`config.mk`:
```
export PLATFORM = sky130hd
export DESIGN_NAME = irq_cond_top
export DESIGN_NICKNAME = d
export VERILOG_FILES = /design/src/rtl/irq_cond_pkg.sv /design/src/rtl/irq_opt_reg.sv /design/src/rtl/irq_edge_pend.sv /design/src/rtl/irq_pin_merge.sv /design/src/rtl/irq_cond_top.sv
export SDC_FILE = /design/constraint.sdc
export NUM_CORES = 1
export LEC_CHECK = 0
export BUFFER_PORTS_ARGS = -buffer_cell sky130_fd_sc_hd__buf_2
export CAP_MARGIN = 20
export CORE_MARGIN = 5
export CORE_UTILIZATION = 35
export CTS_CLUSTER_DIAMETER = 30
export DETAILED_ROUTE_END_ITERATION = 8
export PLACE_DENSITY = 0.85
export SYNTH_ARGS = -nofsm -noshare
export SYNTH_HDL_FRONTEND = slang
export SYNTH_SLANG_ARGS = --single-unit
```
`constraint.sdc`:
```
create_clock -name clk -period 6.1 [get_ports clk]
set_clock_uncertainty 0.15 [all_clocks]
set_input_delay 1.83 -clock clk [delete_from_list [all_inputs] [get_ports clk]]
set_output_delay 1.83 -clock clk [all_outputs]
set_load 0.05 [all_outputs]
```
`src/rtl/irq_cond_pkg.sv`:
```
package irq_cond_pkg;
  localparam int NSRC    = 4;
  localparam int LES_POS = 6;
  localparam int ESB_POS = 5;
  localparam int GEN_POS = 4;

  typedef struct packed {
    logic les;   // source 1 level mode
    logic esb;   // source 2 rising edge
    logic gen;   // global gate
  } irq_opt_t;
endpackage

```
`src/rtl/irq_opt_reg.sv`:
```
module irq_opt_reg
  import irq_cond_pkg::*;
#(
  parameter int ADDR_W = 8,
  parameter int DATA_W = 8,
  parameter logic [ADDR_W-1:0] ADDR = 8'hC8
) (
  input  logic              clk,
  input  logic              rst_n,
  input  logic              wr_en,
  input  logic [ADDR_W-1:0] wr_addr,
  input  logic [DATA_W-1:0] wr_data,
  output irq_opt_t          opt
);
  localparam logic [DATA_W-1:0] USED =
    (DATA_W'(1) << LES_POS) | (DATA_W'(1) << ESB_POS) | (DATA_W'(1) << GEN_POS);

  logic hit;
  logic unused_data;

  assign hit         = wr_en && (wr_addr == ADDR);
  assign unused_data = ^(wr_data & ~USED);

  always_ff @(posedge clk or negedge rst_n) begin
    if (!rst_n) opt <= '0;
    else if (hit) opt <= '{les: wr_data[LES_POS], esb: wr_data[ESB_POS], gen: wr_data[GEN_POS]};
  end

  AST_OPT_HOLD: assert property (@(posedge clk) disable iff (!rst_n) !hit |=> $stable(opt));
endmodule

```
`src/rtl/irq_edge_pend.sv`:
```
module irq_edge_pend #(
  parameter int SYNC_STAGES = 2
) (
  input  logic clk,
  input  logic rst_n,
  input  logic din,
  input  logic arm,
  input  logic ack,
  output logic lvl,
  output logic pend
);
  logic [SYNC_STAGES-1:0] sh;
  logic prev;
  logic set;

  assign lvl = sh[SYNC_STAGES-1];
  assign set = arm & lvl & ~prev;

  always_ff @(posedge clk or negedge rst_n) begin
    if (!rst_n) begin
      sh   <= '0;
      prev <= 1'b0;
      pend <= 1'b0;
    end else begin
      sh   <= {sh[SYNC_STAGES-2:0], din};
      prev <= lvl;
      pend <= set | (pend & ~ack);
    end
  end

  AST_ACK_CLEARS: assert property (@(posedge clk) disable iff (!rst_n) (ack && !set) |=> !pend);
  AST_PEND_HOLDS: assert property (@(posedge clk) disable iff (!rst_n) (pend && !ack) |=> pend);
endmodule

```
`src/rtl/irq_pin_merge.sv`:
```
module irq_pin_merge #(
  parameter int NPIN = 24
) (
  input  logic [NPIN-1:0] pin,
  input  logic [NPIN-1:0] pin_opt,
  input  logic [NPIN-1:0] pin_dat,
  input  logic            rise_pol,
  output logic            merged
);
  logic [NPIN-1:0] act;

  for (genvar i = 0; i < NPIN; i++) begin : g_pin
    assign act[i] = pin_opt[i] & pin_dat[i] & ~(pin[i] ^ rise_pol);
  end

  assign merged = |act;
endmodule

```
`src/rtl/irq_cond_top.sv`:
```
module irq_cond_top
  import irq_cond_pkg::*;
#(
  parameter int NPORT       = 3,
  parameter int PORT_W      = 8,
  parameter int ADDR_W      = 8,
  parameter int DATA_W      = 8,
  parameter logic [ADDR_W-1:0] OPT_ADDR = 8'hC8,
  parameter int SYNC_STAGES = 2,
  localparam int NPIN       = NPORT * PORT_W
) (
  input  logic              clk,
  input  logic              rst_n,
  input  logic              wr_en,
  input  logic [ADDR_W-1:0] wr_addr,
  input  logic [DATA_W-1:0] wr_data,
  input  logic              nmi_in,
  input  logic              nmi_ack,
  input  logic              spi_evt,
  input  logic              spi_en,
  input  logic [NPIN-1:0]   pin_in,
  input  logic [NPIN-1:0]   pin_opt,
  input  logic [NPIN-1:0]   pin_dat,
  input  logic              tmr_ovf,
  input  logic              tmr_en,
  input  logic              art_ovf,
  input  logic              art_ovf_en,
  input  logic              art_cmp,
  input  logic              art_cmp_en,
  input  logic              adc_eoc,
  input  logic              adc_en,
  input  logic              urx,
  input  logic              urx_en,
  input  logic              utx,
  input  logic              utx_en,
  input  logic [NSRC-1:0]   src_ack,
  output logic [NSRC-1:0]   src_req,
  output logic              nmi_req,
  output logic              wake
);
  irq_opt_t        opt;
  logic            s1_lvl, s1_pend;
  logic            s2_in, s2_pend;
  logic            s3_raw, s4_raw;
  logic [NSRC-1:0] src_pre;
  logic            unused_lvl_s2, unused_lvl_nmi, unused_ack;

  assign unused_ack = ^src_ack[NSRC-1:2];

  irq_opt_reg #(.ADDR_W(ADDR_W), .DATA_W(DATA_W), .ADDR(OPT_ADDR)) u_opt (
    .clk(clk), .rst_n(rst_n), .wr_en(wr_en), .wr_addr(wr_addr), .wr_data(wr_data), .opt(opt)
  );

  irq_edge_pend #(.SYNC_STAGES(SYNC_STAGES)) u_s1 (
    .clk(clk), .rst_n(rst_n), .din(spi_evt & spi_en), .arm(~opt.les),
    .ack(src_ack[0]), .lvl(s1_lvl), .pend(s1_pend)
  );

  irq_pin_merge #(.NPIN(NPIN)) u_pins (
    .pin(pin_in), .pin_opt(pin_opt), .pin_dat(pin_dat), .rise_pol(opt.esb), .merged(s2_in)
  );

  irq_edge_pend #(.SYNC_STAGES(SYNC_STAGES)) u_s2 (
    .clk(clk), .rst_n(rst_n), .din(s2_in), .arm(1'b1),
    .ack(src_ack[1]), .lvl(unused_lvl_s2), .pend(s2_pend)
  );

  irq_edge_pend #(.SYNC_STAGES(SYNC_STAGES)) u_nmi (
    .clk(clk), .rst_n(rst_n), .din(nmi_in), .arm(1'b1),
    .ack(nmi_ack), .lvl(unused_lvl_nmi), .pend(nmi_req)
  );

  assign s3_raw  = (tmr_ovf & tmr_en) | (art_ovf & art_ovf_en) | (art_cmp & art_cmp_en);
  assign s4_raw  = (adc_eoc & adc_en) | (urx & urx_en) | (utx & utx_en);
  assign src_pre = {s4_raw, s3_raw, s2_pend, s1_pend | (opt.les & s1_lvl)};
  assign src_req = opt.gen ? src_pre : '0;
  assign wake    = opt.gen & ((|src_pre) | nmi_req);

  AST_GATED_OFF:   assert property (@(posedge clk) disable iff (!rst_n) !opt.gen |-> (src_req == '0));
  AST_NMI_NO_WAKE: assert property (@(posedge clk) disable iff (!rst_n) (nmi_req && !opt.gen) |-> !wake);
  AST_WAKE_SRC:    assert property (@(posedge clk) disable iff (!rst_n) (|src_req) |-> wake);
endmodule

```
==> impl_metrics.sql <==
INSERT INTO impl_metrics (metric_group, metric, value, unit) VALUES
('synth', 'synth.lib_cells_used.distinct', '20', ''),
('global_routing', 'grt_first_pass_wirelength', '4600', 'µm'),
('finish', 'final_layout_size_suffix_gt1_share', '53.9', '%'),
('power', 'power.share.combinational', '31.2', '%'),
('route', 'drt_pass1_iterations', '4', ''),
('floorplanning', 'horizontal_extent_of_the_die', '62.8', 'µm'),
('floorplanning', 'floorplan.die.height', '62.8', 'µm'),
('timing', 'final-hold-violation-count', '0', ''),
('clock_tree', 'path_clk_slew', '0.08', 'ns'),
('power', 'ir_worst_vdd', '97.1', 'µV'),
('finish', 'area_growth_syn_to_layout', '59.2', '%'),
('route', 'wire_per_inst', '11.1', 'µm'),
('clock_tree', 'clock_tree.buffer_depth', '2', ''),
('clock_tree', 'hold_buffers', '0', ''),
('floorplanning', 'die-area', '3940', 'µm²'),
('synth', 'synth-async-reset-ratio', '100', '%'),
('power', 'switching_fraction', '26.9', '%'),
('route', 'detailroute.via_count', '1126', ''),
('finish', 'fillers', '263', ''),
('synth', 'synth.yosys.seq_area_share', '38.5', '%'),
('floorplanning', 'design.portCount', '117', ''),
('timing', 'worstMarginPinSlew', '0.401', 'ns'),
('route', 'dr_vias_cell', '4.54', ''),
('finish', 'layout.cells.most_common_list', '109 x sky130_fd_sc_hd__buf_2, 17 x sky130_fd_sc_hd__nand2_1, 16 x sky130_fd_sc_hd__xor2_1', ''),
('timing', 'rsz_0062_raised_after_global_routing', 'no', ''),
('finish', 'final_nets', '329', ''),
('timing', 'maxClockFrequency', '0.211', 'GHz'),
('hold_path', 'timing.hold.worst.class', 'flop to flop', ''),
('route', 'detailedRoute.firstIterationViolations', '17', ''),
('worst_setup_path', 'critPathArrivalTime', '2.75', 'ns'),
('floorplanning', 'placement_rows', '19', ''),
('worst_setup_path', 'setup.worst_path.start_class', 'input pin', ''),
('timing', 'final.hold.worst_slack', '0.202', 'ns'),
('floorplanning', 'floorplan.initialDensity', '36.0', '%'),
('clock_tree', 'cts.root.buffer_cell', 'sky130_fd_sc_hd__clkbuf_4', ''),
('power', 'internal-power', '0.000170', 'W'),
('global_routing', 'initial_antenna_violation_count', '0', ''),
('clock_tree', 'cts-buffers-inserted', '3', ''),
('floorplanning', 'floorplan.core_area', '2710', 'µm²'),
('route', 'routed_wl', '2760', 'µm'),
('place', 'place.detailed.hpwl', '2520', 'µm'),
('clock_tree', 'post_cts.resized_instances', '0', ''),
('power', 'power.sequential.fraction', '46.2', '%'),
('timing', 'slew_violations', '0', ''),
('global_routing', 'globalRouteOverflowTotal', '0', ''),
('place', 'place.gp.congestion', '0.736', ''),
('synth', 'synthesis.nets', '217', ''),
('outcome', 'result_of_the_run', 'finished, final reports clean', ''),
('finish', 'antenna_cells', '0', ''),
('worst_setup_path', 'worstSetupEndpointType', 'output pin', ''),
('synth', 'postSynthAreaPerCell', '9.20', 'µm²'),
('worst_setup_path', 'crit_required', '4.12', 'ns'),
('finish', 'layout_commonest_cell', 'sky130_fd_sc_hd__buf_2', ''),
('synth', 'synth_warnings', '0', ''),
('synth', 'yosys_register_bits', '15', ''),
('clock_tree', 'clkSinkCount', '15', ''),
('route', 'route.antenna.remaining_nets', '0', ''),
('synth', 'syn-instance-count', '106', ''),
('synth', 'netlist_area', '975', 'µm²'),
('timing', 'setup_viol_count_final', '0', ''),
('global_routing', 'grt_util_all_layers', '13.8', '%'),
('power', 'power_switching', '0.0000626', 'W'),
('power', 'clock_power_share', '22.5', '%'),
('worst_setup_path', 'timing.critical_path.fanout_max', '2', ''),
('global_routing', 'first_global_vias', '1181', ''),
('worst_setup_path', 'timing.setup.critical_path_class', 'input pin to output pin', ''),
('flow_run', 'cap_viol_max_count', '0', ''),
('synth', 'dominantRegCellSynth', 'sky130_fd_sc_hd__dfrtp_1', ''),
('synth', 'synth_enable_flop_cells', '0', ''),
('power', 'power.density', '150', 'nW/µm²'),
('clock_tree', 'htree_num_levels', '1', ''),
('clock_tree', 'clk-insertion-delay-late', '0.27', 'ns'),
('timing', 'min_period', '4.73', 'ns'),
('global_routing', 'grt_max_degree', '26', ''),
('place', 'placement.io_buffers', '109', ''),
('clock_tree', 'cts_tree', 'yes', ''),
('power', 'power_leakage', '0.895', 'nW'),
('timing', 'period_share', '77.5', '%'),
('timing', 'finalSetupTns', '0', 'ns'),
('clock_tree', 'post_cts.repair.setup_buffers', '0', ''),
('timing', 'slew_headroom', '73.3', '%'),
('route', 'drt_drc_violations_left', '0', '');
[Yosys cell counts, drive strengths merged, types with 2 or more instances]
cell type / instances / area, µm²
nor2: 6 / 22.5
nand2: 17 / 63.8
buf: 3 / 42.5
o22ai: 10 / 62.6
xor2: 16 / 140
mux2: 3 / 33.8
nand4: 3 / 18.8
nand3: 8 / 40.0
inv: 6 / 22.5
xnor2: 8 / 70.1
or4: 3 / 22.5
a222oi: 2 / 20.0
dfrtp: 15 / 375
[worst max-delay path, stage by stage]
cell	delay [ns]
sky130_fd_sc_hd__buf_2	0.09
sky130_fd_sc_hd__a222oi_1	0.42
sky130_fd_sc_hd__a41oi_1	0.16
sky130_fd_sc_hd__buf_2	0.24
[kinds of logic after synthesis]
family | count (synthesis) | share of synthesized area, %
AO/OA/AOI/OAI | 15 | 10.4
AND/OR/NAND/NOR | 40 | 19.4
multiplexers | 3 | 3.47
flip-flops | 15 | 38.5
buffers and inverters | 9 | 6.67
XOR/XNOR | 24 | 21.6
[layout make-up]
| type | instances | area (µm²) | share of cell area (%) |
|---|---|---|---|
| Inverter | 6 | 22.5 | 1.45 |
| Multi-Input combinational cell | 82 | 534 | 34.4 |
| Timing Repair Buffer | 110 | 553 | 35.6 |
| Clock buffer | 3 | 22.5 | 1.45 |
| Sequential cell | 15 | 375 | 24.2 |
| Clock inverter | 1 | 5.00 | 0.323 |
| Tap cell | 31 | 38.8 | 2.50 |
[layer usage]
metal  track usage (%)  share of wire [%]
met1              14.7                 36
met2              25.5                 49
met3              5.04                 15
met4              3.18               0.62
met5                 0                  0
[flip-flops by register name (all words and copies together), names as in the netlist]
signal,cells
u_nmi.pend,1
u_nmi.prev,1
u_nmi.sh,2
u_opt.opt,3
u_s1.pend,1
u_s1.prev,1
u_s1.sh,2
u_s2.pend,1
u_s2.prev,1
u_s2.sh,2
[power by group through the flow]
stage | clock network (W) | registers, W | logic [W]
6_report | 0.0000524 | 0.000107 | 0.0000726
5_1_grt | 0.0000589 | 0.000108 | 0.0000820
4_1_cts | 0.0000555 | 0.000108 | 0.0000739
3_5_place_dp | 0 | 0.000110 | 0.0000736
3_3_place_gp | 0 | 0.000109 | 0.0000725
2_1_floorplan | 0 | 0.000111 | 0.0000342
[worst paths after layout]
check	from	end	slack, ns	depth (start not counted)
max	adc_eoc	wake	1.37	4
min	u_s2.sh[0]	u_s2.sh[1]	0.20	0
max reg2reg	u_opt.opt[1]	u_s2.sh[0]	3.83	5
min reg2reg	u_s2.sh[0]	u_s2.sh[1]	0.20	0
max in group asynchronous	rst_n	u_s1.sh[1]	4.28	1
min in group asynchronous	rst_n	u_s2.pend	1.28	1
[per-stage QoR]
stage               total power, W  setup slack, ns  utilization [%]  instance area [µm²]  cells
floorplan                 0.000145             1.30                -                  975    106
global placement          0.000182             1.39             56.2                 1520    244
detailed placement        0.000183             1.36             56.2                 1520    244
CTS                       0.000237             1.36             57.2                 1550    248
global route              0.000249             1.32             57.2                 1550    248
finish                    0.000232             1.37             57.2                 1550    248
(Power assumes the default switching activity.)
